--- src/rtl/afmt_pkg.sv ---
package afmt_pkg;

    localparam int SAMPLE_W  = 16;
    localparam int TAG_W     = 3;
    localparam int SLOT_LEN  = 32;
    localparam int FRAME_LEN = 2 * SLOT_LEN;
    localparam int SLOT_DONE = SAMPLE_W + TAG_W;
    localparam int CNT_W     = $clog2(SLOT_DONE + 1);
    localparam int FRAME_W   = $clog2(FRAME_LEN);

    typedef logic [1:0] mode_t;
    localparam mode_t MODE_MASTER     = 2'b00;
    localparam mode_t MODE_SLAVE_FREE = 2'b01;

    typedef struct packed {
        logic [SAMPLE_W-1:0] left;
        logic [SAMPLE_W-1:0] right;
        logic [TAG_W-1:0]    tag_l;
        logic [TAG_W-1:0]    tag_r;
    } pair_t;

    typedef struct packed {
        logic tick;   // bit-clock rising edge seen this cycle
        logic lr;     // word select at that edge, 1 = left
        logic gate;   // data window at that edge
    } beat_t;

    function automatic logic is_master(input mode_t m);
        return m == MODE_MASTER;
    endfunction

    function automatic logic uses_gate(input mode_t m);
        return m[1];
    endfunction

    // Bit n of the slot payload: sample MSB first, then tag MSB first.
    function automatic logic slot_bit(input pair_t p, input logic left,
                                      input logic [CNT_W-1:0] n);
        logic [SAMPLE_W-1:0] s;
        logic [TAG_W-1:0]    t;
        s = left ? p.left  : p.right;
        t = left ? p.tag_l : p.tag_r;
        if (n < CNT_W'(SAMPLE_W)) begin
            s = s << n;
            return s[SAMPLE_W-1];
        end
        t = t << (n - CNT_W'(SAMPLE_W));
        return t[TAG_W-1];
    endfunction

endpackage

--- src/rtl/afmt_clkgen.sv ---
module afmt_clkgen
    import afmt_pkg::*;
#(
    parameter int DIV_LO = 2,
    parameter int DIV_HI = 3
) (
    input  logic  clk,
    input  logic  rst,
    input  logic  en,
    input  logic  div_sel,
    output beat_t beat,
    output logic  phase
);
    localparam int DMAX = (DIV_HI > DIV_LO) ? DIV_HI : DIV_LO;
    localparam int PW   = $clog2(DMAX + 1);

    logic [PW-1:0]      pcnt;
    logic [PW-1:0]      div;
    logic [FRAME_W-1:0] fcnt;
    logic               oclk_en;

    assign div     = div_sel ? PW'(DIV_HI) : PW'(DIV_LO);
    assign oclk_en = en && (pcnt == div - PW'(1));

    always_ff @(posedge clk) begin
        if (rst || !en) begin
            pcnt  <= '0;
            phase <= 1'b0;
            fcnt  <= '0;
        end else begin
            pcnt <= oclk_en ? '0 : pcnt + PW'(1);
            if (oclk_en) phase <= ~phase;
            if (oclk_en && !phase) fcnt <= fcnt + FRAME_W'(1);
        end
    end

    assign beat.tick = oclk_en && !phase;
    assign beat.lr   = ~fcnt[FRAME_W-1];
    assign beat.gate = 1'b1;

    // prescaler never passes the selected divide
    p_prescale_bound_r1: assert property (@(posedge clk) disable iff (rst)
        en |-> (pcnt < div));

endmodule

--- src/rtl/afmt_slave_if.sv ---
module afmt_slave_if
    import afmt_pkg::*;
#(
    parameter int SYNC_STAGES = 2,
    parameter bit SCLK_INV    = 1'b0
) (
    input  logic  clk,
    input  logic  rst,
    input  logic  sclk_in,
    input  logic  lr_in,
    input  logic  fsync_in,
    output beat_t beat
);
    logic [SYNC_STAGES:0]   sck_q;
    logic [SYNC_STAGES-1:0] lr_q;
    logic [SYNC_STAGES-1:0] fs_q;

    always_ff @(posedge clk) begin
        if (rst) begin
            sck_q <= '0;
            lr_q  <= '0;
            fs_q  <= '0;
        end else begin
            sck_q <= {sck_q[SYNC_STAGES-1:0], sclk_in ^ SCLK_INV};
            lr_q  <= {lr_q[SYNC_STAGES-2:0], lr_in};
            fs_q  <= {fs_q[SYNC_STAGES-2:0], fsync_in};
        end
    end

    assign beat.tick = sck_q[SYNC_STAGES-1] && !sck_q[SYNC_STAGES];
    assign beat.lr   = lr_q[SYNC_STAGES-1];
    assign beat.gate = fs_q[SYNC_STAGES-1];

    // an edge is reported for one cycle only
    p_single_tick_r8: assert property (@(posedge clk) disable iff (rst)
        beat.tick |=> !beat.tick);

endmodule

--- src/rtl/afmt_shifter.sv ---
module afmt_shifter
    import afmt_pkg::*;
(
    input  logic  clk,
    input  logic  rst,
    input  beat_t beat,
    input  logic  use_gate,
    input  pair_t pair_in,
    output logic  sdata,
    output logic  window,
    output logic  lr_q,
    output logic  accept
);
    pair_t            held;
    logic             last_lr;
    logic [CNT_W-1:0] dcnt;
    logic             start;
    logic             gate_ok;

    assign start   = beat.tick && (beat.lr != last_lr);
    assign gate_ok = use_gate ? beat.gate : 1'b1;

    always_ff @(posedge clk) begin
        if (rst) begin
            held    <= '0;
            last_lr <= 1'b0;
            dcnt    <= CNT_W'(SLOT_DONE);
            sdata   <= 1'b0;
            window  <= 1'b0;
            lr_q    <= 1'b0;
            accept  <= 1'b0;
        end else begin
            accept <= 1'b0;
            if (beat.tick) begin
                last_lr <= beat.lr;
                lr_q    <= beat.lr;
                sdata   <= 1'b0;
                window  <= 1'b0;
                if (start) begin
                    dcnt <= '0;
                    if (beat.lr) begin
                        held   <= pair_in;
                        accept <= 1'b1;
                    end
                end else if (dcnt < CNT_W'(SAMPLE_W)) begin
                    if (gate_ok) begin
                        sdata  <= slot_bit(held, last_lr, dcnt);
                        window <= 1'b1;
                        dcnt   <= dcnt + CNT_W'(1);
                    end
                end else if (dcnt < CNT_W'(SLOT_DONE)) begin
                    sdata <= slot_bit(held, last_lr, dcnt);
                    dcnt  <= dcnt + CNT_W'(1);
                end
            end
        end
    end

    // strobe is a single cycle
    p_accept_pulse_r7: assert property (@(posedge clk) disable iff (rst)
        accept |=> !accept);
    // strobe only opens a left slot
    p_accept_left_r7: assert property (@(posedge clk) disable iff (rst)
        accept |-> lr_q);
    // bit counter never runs past the tag bits
    p_count_bound_r5: assert property (@(posedge clk) disable iff (rst)
        dcnt <= CNT_W'(SLOT_DONE));
    // a sample bit is only spent inside the data window
    p_gate_respected_r10: assert property (@(posedge clk) disable iff (rst)
        (dcnt == $past(dcnt) + CNT_W'(1) && $past(dcnt) < CNT_W'(SAMPLE_W))
        |-> $past(gate_ok));

endmodule

--- src/rtl/afmt_serializer.sv ---
module afmt_serializer
    import afmt_pkg::*;
#(
    parameter int DIV_LO      = 2,
    parameter int DIV_HI      = 3,
    parameter int SYNC_STAGES = 2,
    parameter bit SCLK_INV    = 1'b0
) (
    input  logic        clk,
    input  logic        rst,
    input  logic [1:0]  mode_i,
    input  logic        div_sel_i,
    input  logic [15:0] left_i,
    input  logic [15:0] right_i,
    input  logic [2:0]  tag_l_i,
    input  logic [2:0]  tag_r_i,
    input  logic        sclk_i,
    input  logic        lr_i,
    input  logic        fsync_i,
    output logic        sclk_o,
    output logic        lr_o,
    output logic        fsync_o,
    output logic        sdata_o,
    output logic        accept_o
);
    logic  master;
    beat_t m_beat, s_beat, beat;
    logic  phase;
    logic  window, lr_q;
    pair_t pair;

    assign master = is_master(mode_i);
    assign pair   = '{left: left_i, right: right_i, tag_l: tag_l_i, tag_r: tag_r_i};

    afmt_clkgen #(.DIV_LO(DIV_LO), .DIV_HI(DIV_HI)) u_clkgen (
        .clk(clk), .rst(rst), .en(master), .div_sel(div_sel_i),
        .beat(m_beat), .phase(phase)
    );

    afmt_slave_if #(.SYNC_STAGES(SYNC_STAGES), .SCLK_INV(SCLK_INV)) u_slave (
        .clk(clk), .rst(rst), .sclk_in(sclk_i), .lr_in(lr_i),
        .fsync_in(fsync_i), .beat(s_beat)
    );

    assign beat = master ? m_beat : s_beat;

    afmt_shifter u_shift (
        .clk(clk), .rst(rst), .beat(beat), .use_gate(uses_gate(mode_i)),
        .pair_in(pair), .sdata(sdata_o), .window(window), .lr_q(lr_q),
        .accept(accept_o)
    );

    assign sclk_o  = master ? (phase ^ SCLK_INV) : 1'b0;
    assign lr_o    = master ? lr_q   : 1'b0;
    assign fsync_o = master ? window : 1'b0;

    // word select only moves together with the generated bit clock
    p_lr_on_sclk_r1: assert property (@(posedge clk) disable iff (rst)
        (master && $past(master) && !$stable(lr_o)) |-> !$stable(sclk_o));

endmodule

--- config.mk ---
export PLATFORM = sky130hd
export DESIGN_NAME = afmt_serializer
export DESIGN_NICKNAME = d
export VERILOG_FILES = /design/src/rtl/afmt_pkg.sv /design/src/rtl/afmt_clkgen.sv /design/src/rtl/afmt_slave_if.sv /design/src/rtl/afmt_shifter.sv /design/src/rtl/afmt_serializer.sv
export SDC_FILE = /design/constraint.sdc
export NUM_CORES = 1
export LEC_CHECK = 0
export BUFFER_PORTS_ARGS = -buffer_cell sky130_fd_sc_hd__buf_2
export CAP_MARGIN = 20
export CORE_ASPECT_RATIO = 1.25
export CORE_MARGIN = 3
export CORE_UTILIZATION = 52
export CTS_BUF_LIST = sky130_fd_sc_hd__clkbuf_4 sky130_fd_sc_hd__clkbuf_8
export CTS_CLUSTER_DIAMETER = 200
export DETAILED_ROUTE_END_ITERATION = 8
export PLACE_DENSITY = 0.87
export REMOVE_ABC_BUFFERS = 1
export SLEW_MARGIN = 20
export SYNTH_ARGS = -nofsm -noshare
export SYNTH_HDL_FRONTEND = slang
export SYNTH_HIERARCHICAL = 1
export SYNTH_SLANG_ARGS = --single-unit
--- constraint.sdc ---
create_clock -name clk -period 2.7 [get_ports clk]
set_input_delay 0.675 -clock clk [delete_from_list [all_inputs] [get_ports clk]]
set_output_delay 0.675 -clock clk [all_outputs]
set_load 0.02 [all_outputs]
[Word level (Yosys, flattened, before mapping)]
Cells that the tools add are included.
Cells by class
  multiplexer cells: 32
  bitwise logic cells: 4
  div/mod/pow operators: 0
  eq/ne operators: 3
  $lt $le $gt $ge: 2
  reduce and logical (&&, ||, !) cells: 14
  multipliers: 0
  shift operators: 2
  add/sub/neg operators: 5
Operators by type and width (count)
  1-bit 2-to-1 mux: 25
  5-bit 2-to-1 mux: 4
  16-bit 2-to-1 mux: 1
  16-bit by 5-bit left shift with 16-bit output: 1
  5-bit < comparator, second input constant: 2
  6-bit by 1-bit adder with 6-bit output, second input constant: 1
  3-bit 2-to-1 mux: 2
  3-bit AND reduction: 2
  5-bit by 1-bit adder with 5-bit output, second input constant: 1
  3-bit by 5-bit left shift with 3-bit output: 1
  5-bit subtractor, second input constant: 1
  1-bit logical AND: 4
  1-bit NOT: 4
  1-bit logical NOT: 3
  3-bit by 1-bit != test with 1-bit output, second input constant: 1
  3-bit nonzero test: 1
  3-bit OR reduction: 1
  2-bit by 1-bit adder with 2-bit output, second input constant: 1
  2-bit == test: 1
  2-bit logical NOT: 1
  2-bit OR reduction: 1
  2-bit by 1-bit subtractor with 2-bit output, second input constant: 1
  1-bit logical OR: 1
  1-bit != test: 1
Storage, ports and cells
  RAM bits: 0
  input bits: 46
  latch bits: 0
  bits in registers: 63
  memories kept: 0
  ROM bits: 0

[Depth between registers and ports, before layout]
Gate-level depths: netlist of run 1.
  word-level depth: 16
  mapped depth: 10
  depth with buffers taken out: 8

[Modules after synthesis]
Netlist of run 1, hierarchy kept.
By module, submodules not included
  afmt_shifter: area each 2070.7 um^2, sequential area each 940.9 um^2, cells an instance 246, times used 1
  afmt_clkgen: area each 520.5 um^2, sequential area each 180.2 um^2, cells an instance 58, times used 1
  afmt_slave_if: area each 205.2 um^2, sequential area each 140.1 um^2, cells an instance 17, times used 1
  afmt_serializer: area each 67.6 um^2, sequential area each 0.0 um^2, cells an instance 7, times used 1

[Worst setup path before layout of run 1]
OpenSTA, ideal clock, no wires.
  path type: input to register
  start point: input port div_sel_i
  end point: register u_shift/held[10] (netlist name)
  slack: 0.130 ns
  stages: 10
  data arrival time: 2.438 ns
  required time: 2.568 ns
  library setup time: 0.132 ns
  cell sequence: or3b_1 > buf_6 > a21oi_2 > mux2_2 > clkbuf_1 > nand3b_1 > buf_2 > buf_1 > nand2_1 > a21oi_1
RTL lines
  from (decl): line afmt_serializer.sv:12  | input logic div_sel_i,
  to (signal assigned): line afmt_shifter.sv:42  | held <= pair_in;
  to (decl): line afmt_shifter.sv:14  | pair_t held;

==> flow_summary_export.csv, run 1 <==
group,metric,value,unit
sta,timing.fmax,443,MHz
final_layout,syn_to_final_growth,17.7,%
floorplanning,die_y,89.0,µm
floorplanning,dieArea,6440,µm²
clock_tree,h-tree-depth,3,
final_layout,layout.cells.non_filler,446,
setup_path,crit_slowest_cell,"or3b_1",
clock_tree,clk_pin_slew,60,ps
power,powerDensity,553,nW/µm²
floorplanning,die_w,72.4,µm
setup_path,worstSetupPathType,"in2reg",
setup_path,start_kind,"input port",
power,p_leak,1.28,nW
clock_tree,cts_tree,"built",
setup_path,worst_path_largest_cell_delay,390,ps
place,gp_congestion,0.832,
setup_path,critPathCaptureType,"register",
setup_path,critPathArrivalTime,2540,ps
floorplanning,initial_core_util,55.2,%
detailed_routing,drtIter0Drc,100,
setup_path,required,2990,ps
synthesis,syn_inst,328,
clock_tree,hold_buffers,0,
detailed_routing,antenna_violating_nets_post_route,0,
sta,rsz0062_at_grt,"false",
clock_tree,cts-root-buf,"clkbuf_8",
final_layout,final_util,65.0,%
synthesis,synth_warnings,6,
clock_tree,clk_latency,340,ps
place,portBuffers,50,
synthesis,synth_enable_flop_cells,0,
synthesis,syn_area,2860,µm²
detailed_routing,wirelength,6060,µm
synthesis,synthFlopType,"dfxtp_1",
synthesis,syn_avg_cell_area,8.73,µm²
final_layout,layout_common_cells,"nand2_1 (93), dfxtp_1 (63), buf_2 (50)",
clock_tree,cts_buffer_depth,2,
final_layout,nNetsFinal,427,
job,cap_violations,0,
floorplanning,fp.coreArea,5190,µm²
sta,hold_viol_final,0,
global_route,grt_pass1_wl,9740,µm
power,p_total,0.00187,W
setup_path,path_cells,"buf_2 > or3b_1 > a21oi_2 > mux2_2 > nor3b_1 > nand3_1 > a21oi_1 > a311o_1",
detailed_routing,wl_per_cell,13.6,µm
sta,finClkSkew,4.12,ps
clock_tree,post_cts_buffers,0,
synthesis,synth_cell_types,47,
detailed_routing,drc_errors,0,
synthesis,synth-seq-area-share,44.0,%
sta,setup_viol,0,
place,place_hpwl,4270,µm
detailed_routing,dr.pass1.iters,4,
setup_path,worst-path-max-fanout,12,
synthesis,async_flop_share,0,%
final_layout,num_antenna_cells,0,
global_route,gr-usage-all-layers,19.7,%
power,irDropWorstVdd,0.000571,V
detailed_routing,vias_per_cell,5.37,
global_route,antenna_found_initial,0,
clock_tree,clock_sinks,63,
place,post-place-cells,430,
outcome,status,"finished, final reports clean",
sta,slew_violations,0,
clock_tree,ctsResizeCount,0,
global_route,grt-ovfl-total,0,
floorplanning,num_io_pins,51,
setup_path,r2r_slack,500,ps
min_path,hold_path_class,"reg2reg",
detailed_routing,vias,2395,
global_route,grt_max_degree,51,
synthesis,synth-seq-cells,63,
final_layout,layout-drive-gt1-share,24.2,%
sta,period_share,83.7,%
sta,whs,448,ps
final_layout,fillCellCount,455,
global_route,grt_pass1_vias,2241,
final_layout,final_common_cell,"nand2_1",
sta,period_minus_slack,2260,ps
clock_tree,cts_buffers,9,
floorplanning,rows,29,
sta,finalSetupTns,0,ps
==> sequential cells by signal, summed over array words and instances, names as in the netlist <==
signal and cells:
u_clkgen/fcnt 6, u_clkgen/pcnt 2, u_clkgen/phase 1, u_shift/accept 1
u_shift/dcnt 5, u_shift/held 38, u_shift/last_lr 1, u_shift/sdata 1
u_shift/window 1, u_slave/fs_q 2, u_slave/lr_q 2, u_slave/sck_q 3
==> routing by layer <==
layer	up-vias	wire (µm)	global-route usage, %
met5	-	0	0
met4	0	103	7.72
met3	10	344	6.19
met2	66	3130	34.7
met1	1107	2480	22.1
li1	1212	-	-
==> worst max-delay path: cells and delay by family <==
family	cells	cell delay, ps
compound gates	3	510
simple gates	3	910
mux	1	310
buf+inv	1	130
==> stage by stage <==
| step | cell area, µm² | setup slack (ps) |
|---|---|---|
| floorplan | 2740 | -99.4 |
| global placement | 3170 | 237 |
| detailed placement | 3170 | 121 |
| CTS | 3370 | 475 |
| global route | 3370 | 308 |
| finish | 3370 | 441 |
==> final cells by class <==
cell class,count,area [µm²],share of cell area [%]
clock buffers,14,186,5.53
clock inverters,2,12.5,0.371
multi-input cells,236,1460,43.2
flip-flops and latches,63,1260,37.4
inverters,7,26.3,0.779
well taps,62,77.6,2.30
repair buffers,62,353,10.5
==> cell families (layout without fill, tap and decap cells) <==
kind of cell / Yosys count / count (layout) / synth area share (%)
buf+inv: 29 / 85 / 5.16
xor+xnor: 4 / 4 / 1.22
fa+ha+maj: 2 / 2 / 0.874
other cells: 1 / 1 / 0.131
compound gates: 67 / 67 / 15.2
simple gates: 137 / 137 / 21.8
mux: 25 / 25 / 11.5
flops: 63 / 63 / 44.0
==> synthesized netlist by cell type, types with 2 or more instances <==
library cell,n,share of area [%]
clkbuf_1,11,1.4
and2_1,2,0.44
buf_2,4,0.70
a21oi_1,45,7.9
mux2_2,4,1.6
nand2_1,93,12
and3b_1,2,0.61
mux4_2,2,1.6
nand3b_1,2,0.52
o21ai_0,3,0.52
nor2_1,5,0.66
a2bb2oi_1,2,0.61
xnor2_1,2,0.61
inv_1,7,0.92
a211oi_1,2,0.52
and2_2,3,0.79
buf_6,3,1.2
dfxtp_1,63,44
nand3_1,5,0.87
nand2b_1,6,1.3
o21bai_1,3,0.79
xor2_1,2,0.61
ha_1,2,0.87
a2111oi_4,2,1.9
and3_1,2,0.44
mux4_1,3,2.8
mux2i_1,16,5.6
buf_4,3,0.79
nor3_1,2,0.35
nor2b_1,9,2.0
a221oi_1,2,0.61
==> power by group <==
group	internal (W)	switching, W
clock network	0.000442	0.000336
logic	0.0000627	0.0000698
registers	0.000946	0.00000933
total	0.00145	0.000415
==> final timing paths <==
path,from,to,cells after the start
worst max-delay path,div_sel_i,u_shift/sdata$_SDFFE_PP0P_,8
worst min register to register,u_slave/sck_q[0]$_SDFF_PP0_,u_slave/sck_q[1]$_SDFF_PP0_,1
worst min-delay path,u_slave/sck_q[0]$_SDFF_PP0_,u_slave/sck_q[1]$_SDFF_PP0_,1
worst max register to register,u_clkgen/pcnt[0]$_SDFF_PP0_,u_shift/sdata$_SDFFE_PP0P_,7
No activity file was read; power rests on OpenSTA's default activity.
==> inputs of run 2 (changes only) <==
--- a/config.mk
+++ b/config.mk
@@ -9,11 +9,11 @@
 export CAP_MARGIN = 20
 export CORE_ASPECT_RATIO = 1.25
 export CORE_MARGIN = 3
-export CORE_UTILIZATION = 52
+export CORE_UTILIZATION = 55
 export CTS_BUF_LIST = sky130_fd_sc_hd__clkbuf_4 sky130_fd_sc_hd__clkbuf_8
 export CTS_CLUSTER_DIAMETER = 200
 export DETAILED_ROUTE_END_ITERATION = 8
-export PLACE_DENSITY = 0.87
+export PLACE_DENSITY = 0.88
 export REMOVE_ABC_BUFFERS = 1
 export SLEW_MARGIN = 20
 export SYNTH_ARGS = -nofsm -noshare
==> constraint.sdc (replaced) <==
create_clock -name clk -period 2.09 [get_ports clk]
set_input_delay 0.5225 -clock clk [delete_from_list [all_inputs] [get_ports clk]]
set_output_delay 0.5225 -clock clk [all_outputs]
set_load 0.02 [all_outputs]
==> run 2 against run 1 <==
Sequential power grew 29%. Critical endpoint is now u_shift/held[20]$_SDFFE_PP0P_. Largest cell class unchanged. Sequential share of layout area down 0.71 points. Count of clock-buffer cells in the layout down 1. Design area increased by 1.9%. Critical path depth fell by 1. Clock power increased by 38%. Power increased by 33%. Hold slack got worse by 62 ps. Register-to-register slack got worse by 390 ps.
==> flow_summary_export.csv, run 2 (synthesis results as in run 1) <==
group,metric,value,unit
outcome,status,"finished, final reports clean",
floorplanning,initial_core_util,58.8,%
detailed_routing,vias_per_cell,5.39,
final_layout,final_common_cell,"nand2_1",
final_layout,layout.cells.non_filler,453,
final_layout,final_util,70.6,%
global_route,gr-usage-all-layers,21.4,%
clock_tree,cts_tree,"built",
place,place_hpwl,4400,µm
global_route,grt-ovfl-total,0,
final_layout,layout-drive-gt1-share,26.2,%
sta,hold_viol_final,0,
final_layout,syn_to_final_growth,20.0,%
detailed_routing,wl_per_cell,13.5,µm
floorplanning,dieArea,6110,µm²
sta,rsz0062_at_grt,"false",
job,cap_violations,0,
detailed_routing,antenna_violating_nets_post_route,0,
final_layout,num_antenna_cells,0,
sta,finClkSkew,9.60,ps
final_layout,top_regs,"u_shift/held: 38 flops, u_clkgen/fcnt: 6 flops, u_shift/dcnt: 5 flops",
setup_path,critPathArrivalTime,2250,ps
place,post-place-cells,437,
setup_path,start_kind,"register",
sta,setup_viol,0,
global_route,grt_pass1_vias,2370,
floorplanning,die_w,70.5,µm
clock_tree,h-tree-depth,3,
floorplanning,die_y,86.7,µm
detailed_routing,drc_errors,0,
clock_tree,cts-root-buf,"clkbuf_8",
final_layout,nNetsFinal,436,
sta,period_minus_slack,1980,ps
sta,slew_violations,0,
min_path,hold_path_class,"in2reg",
place,gp_congestion,0.894,
min_path,hold_start,"fsync_i",
place,portBuffers,50,
sta,timing.fmax,504,MHz
final_layout,fin_area,3440,µm²
setup_path,required,2360,ps
power,irDropWorstVdd,0.000647,V
setup_path,crit_end,"u_shift/held[20]$_SDFFE_PP0P_",
setup_path,worstSetupPathType,"reg2reg",
setup_path,reg2reg_to,"u_shift/held[20]$_SDFFE_PP0P_",
floorplanning,fp.coreArea,4870,µm²
power,powerDensity,722,nW/µm²
place,placed_area,3230,µm²
global_route,antenna_found_initial,0,
setup_path,worst-path-max-fanout,16,
clock_tree,post_cts_buffers,0,
floorplanning,num_io_pins,51,
sta,period_share,94.9,%
sta,whs,386,ps
global_route,grt_max_degree,52,
detailed_routing,drtIter0Drc,130,
setup_path,r2r_cells,7,
detailed_routing,wirelength,6120,µm
setup_path,crit_start,"u_clkgen/pcnt[0]$_SDFF_PP0_",
clock_tree,clk_pin_slew,70,ps
final_layout,regMostFlops,"u_shift/held",
final_layout,fillCellCount,363,
setup_path,r2r_slack,110,ps
detailed_routing,dr.pass1.iters,4,
clock_tree,cts_buffers,9,
clock_tree,clk_latency,340,ps
clock_tree,ctsResizeCount,0,
sta,finalSetupTns,0,ps
detailed_routing,vias,2443,
clock_tree,hold_buffers,0,
setup_path,r2r_start,"u_clkgen/pcnt[0]$_SDFF_PP0_",
global_route,grt_pass1_wl,10300,µm
final_layout,largest_reg_flops,38,
final_layout,layout_common_cells,"nand2_1 (93), dfxtp_1 (63), buf_2 (50)",
floorplanning,rows,28,
clock_tree,cts_buffer_depth,2,
power,p_leak,1.33,nW
setup_path,critPathCaptureType,"register",
clock_tree,clock_sinks,63,
run 2: per-layer routing:
layer,routed length [µm],track usage (%),vias up
li1,-,-,1226
met1,2290,23.1,1091
met3,468,5.92,20
met2,3180,36.5,106
met4,183,13.8,0
met5,0,0,-
run 2: worst min path at each step:
stage	cells after the start	slack, ps	endpoint
after floorplan	1	410	u_slave/fs_q[1]$_SDFF_PP0_
after global placement	1	420	u_slave/lr_q[1]$_SDFF_PP0_
after detailed placement	1	430	u_slave/fs_q[1]$_SDFF_PP0_
after CTS	2	370	u_slave/fs_q[0]$_SDFF_PP0_
after global routing	2	370	u_slave/fs_q[0]$_SDFF_PP0_
final	2	390	u_slave/fs_q[0]$_SDFF_PP0_
run 2: stage by stage:
step	power, W	worst slack [ps]
6_report	0.00248	108
5_1_grt	0.00258	2.80
4_1_cts	0.00251	71.5
3_5_place_dp	0.00144	-110
3_3_place_gp	0.00143	-13.1
2_1_floorplan	0.00134	-557
run 2: final cells by class:
class / instances / area [µm²] / share of cell area [%]
clock inverter: 3 / 42.5 / 1.24
multi-input combinational: 236 / 1460 / 42.5
clock buffer: 13 / 160 / 4.66
sequential: 63 / 1260 / 36.7
timing repair buffer: 71 / 412 / 12.0
inverter: 7 / 26.3 / 0.764
tap: 60 / 75.1 / 2.18
run 2: where the power goes:
part	internal, W	switching (W)
sequential	0.00122	0.0000117
clock	0.000622	0.000446
combinational	0.0000893	0.0000919
run 2: critical path: stages (launching register included):
cell     delay (ps)
dfxtp_1         390
or3b_1          410
a21oi_2         190
mux2_2          220
and3b_1         220
buf_4           230
nand2_1          90
a21oi_1         150
==> inputs of run 3 (changes only) <==
--- a/config.mk
+++ b/config.mk
@@ -13,6 +13,7 @@
 export CTS_BUF_LIST = sky130_fd_sc_hd__clkbuf_4 sky130_fd_sc_hd__clkbuf_8
 export CTS_CLUSTER_DIAMETER = 200
 export DETAILED_ROUTE_END_ITERATION = 8
+export MAX_ROUTING_LAYER = met4
 export PLACE_DENSITY = 0.88
 export REMOVE_ABC_BUFFERS = 1
 export SLEW_MARGIN = 20
==> constraint.sdc (replaced) <==
create_clock -name clk -period 2.1 [get_ports clk]
set_input_delay 0.525 -clock clk [delete_from_list [all_inputs] [get_ports clk]]
set_output_delay 0.525 -clock clk [all_outputs]
set_load 0.02 [all_outputs]
==> run 3 against run 2 <==
Wire length increased by 1.7%. Critical path depth did not move. Register-to-register slack improved by 50 ps. Largest power group unchanged. Critical endpoint is now u_shift/held[17]$_SDFFE_PP0P_. Clock power up 4%. Global-route usage up 1.1 points. Flip-flop and latch count stayed put. Power up 1.4%.
==> flow_summary_export.csv, run 3 (synthesis results as in run 1) <==
group,metric,value,unit
outcome,status,"finished, final reports clean",
detailed_routing,maxUsedRoutingLayer,"met4",
floorplanning,fp.coreArea,4870,µm²
place,gp_congestion,0.909,
global_route,antenna_found_initial,0,
sta,slew_violations,0,
detailed_routing,drc_errors,0,
place,portBuffers,50,
power,p_clk_share,44.0,%
sta,period_minus_slack,1950,ps
clock_tree,cts_buffer_depth,2,
setup_path,critPathArrivalTime,2210,ps
sta,rsz0062_at_grt,"false",
final_layout,regMostFlops,"u_shift/held",
detailed_routing,vias_per_cell,5.31,
global_route,grt_pass1_vias,2330,
final_layout,layout_common_cells,"nand2_1 (93), dfxtp_1 (63), buf_2 (50)",
place,place_hpwl,4450,µm
clock_tree,clock_sinks,63,
detailed_routing,wirelength,6220,µm
clock_tree,cts_tree,"built",
final_layout,final_common_cell,"nand2_1",
final_layout,fin_area,3450,µm²
setup_path,r2r_slack,150,ps
setup_path,start_kind,"register",
clock_tree,cts_buffers,9,
detailed_routing,wl_per_cell,13.8,µm
setup_path,critPathCaptureType,"register",
floorplanning,dieArea,6110,µm²
final_layout,multi_input_area,1460,µm²
detailed_routing,wl_met3,314,µm
floorplanning,num_io_pins,51,
setup_path,worstSetupPathType,"reg2reg",
power,swShare,21.5,%
detailed_routing,dr_wl_met2,3260,µm
power,powerDensity,730,nW/µm²
detailed_routing,drtIter0Drc,148,
place,placed_area,3230,µm²
sta,finalSetupTns,0,ps
detailed_routing,vias,2400,
final_layout,syn_to_final_growth,20.4,%
detailed_routing,wl_met1,2490,µm
power,combPwrFrac,7.2,%
global_route,gr-usage-all-layers,22.4,%
global_route,grt_max_degree,52,
clock_tree,clk_pin_slew,70,ps
global_route,grt_pass1_wl,10500,µm
final_layout,fillCellCount,383,
sta,period_share,92.7,%
clock_tree,cts-root-buf,"clkbuf_8",
floorplanning,rows,28,
min_path,hold_path_class,"in2reg",
clock_tree,clk_latency,330,ps
clock_tree,h-tree-depth,3,
floorplanning,die_w,70.5,µm
power,internal-power,0.00198,W
clock_tree,hold_buffers,0,
sta,hold_viol_final,0,
sta,timing.fmax,514,MHz
power,power_switching,0.000542,W
detailed_routing,dr.pass1.iters,4,
floorplanning,initial_core_util,58.8,%
final_layout,seqCellArea,1260,µm²
power,p_leak,1.33,nW
global_route,grt-ovfl-total,0,
setup_path,required,2360,ps
setup_path,worst-path-max-fanout,22,
detailed_routing,antenna_violating_nets_post_route,0,
final_layout,top_regs,"u_shift/held: 38 flops, u_clkgen/fcnt: 6 flops, u_shift/dcnt: 5 flops",
final_layout,largest_reg_flops,38,
sta,setup_viol,0,
power,irDropWorstVdd,0.000598,V
final_layout,layout-drive-gt1-share,26.0,%
final_layout,final_util,70.8,%
job,cap_violations,0,
final_layout,nNetsFinal,436,
power,pwr-share-seq,48.8,%
final_layout,num_antenna_cells,0,
floorplanning,die_y,86.7,µm
sta,finClkSkew,5.80,ps
## run 3: critical path: stages, from the launching register on
cell     delay (ps)
dfxtp_1         390
or3b_1          410
a21oi_2         180
mux2_2          210
and3b_1         200
buf_4           250
nand2_1          90
a21oi_1         120
## run 3: power by group through the flow
stage | sequential, W | combinational (W) | clock, W
after floorplan | 0.00125 | 0.0000788 | 0
after global placement | 0.00125 | 0.000174 | 0
after detailed placement | 0.00125 | 0.000178 | 0
after CTS | 0.00123 | 0.000180 | 0.00114
after global routing | 0.00123 | 0.000201 | 0.00120
final | 0.00123 | 0.000181 | 0.00111
## run 3: path summary, 6_finish.rpt
check,cells past startpoint,startpoint,endpoint
worst max-delay path,7,u_clkgen/pcnt[0]$_SDFF_PP0_,u_shift/held[17]$_SDFFE_PP0P_
worst min register to register,1,u_slave/fs_q[0]$_SDFF_PP0_,u_slave/fs_q[1]$_SDFF_PP0_
worst min-delay path,2,fsync_i,u_slave/fs_q[0]$_SDFF_PP0_
worst max register to register,7,u_clkgen/pcnt[0]$_SDFF_PP0_,u_shift/held[17]$_SDFFE_PP0P_
## run 3: repair_timing
action,4_1_cts,5_1_grt
endpoints found under the setup margin,0,1
gates resized for setup,0,1
setup buffers,0,0
## run 3: area by class of cell
class / instances / area share (%)
clock buffers: 13 / 5.19
clock inverters: 2 / 1.09
inverters: 7 / 0.762
multi-input cells: 236 / 42.4
flip-flops and latches: 63 / 36.6
well taps: 60 / 2.18
repair buffers: 71 / 11.8
## run 3: metrics by stage
step | total power (W) | setup slack (ps) | hold slack [ps] | cells
after CTS | 0.00254 | 86.0 | 379 | 452
final | 0.00252 | 153 | 400 | 452
after global placement | 0.00143 | -5.61 | 424 | 437
after detailed placement | 0.00143 | -89.5 | 427 | 437
after floorplan | 0.00133 | -549 | 414 | 306
after global routing | 0.00263 | 4.26 | 386 | 452
## run 3: per-layer routing
layer  vias to the layer above  GRT usage (%)
met5                         -              -
met4                         0           11.5
met3                        12           5.10
met2                        67           38.2
met1                      1093           24.4
li1                       1228              -
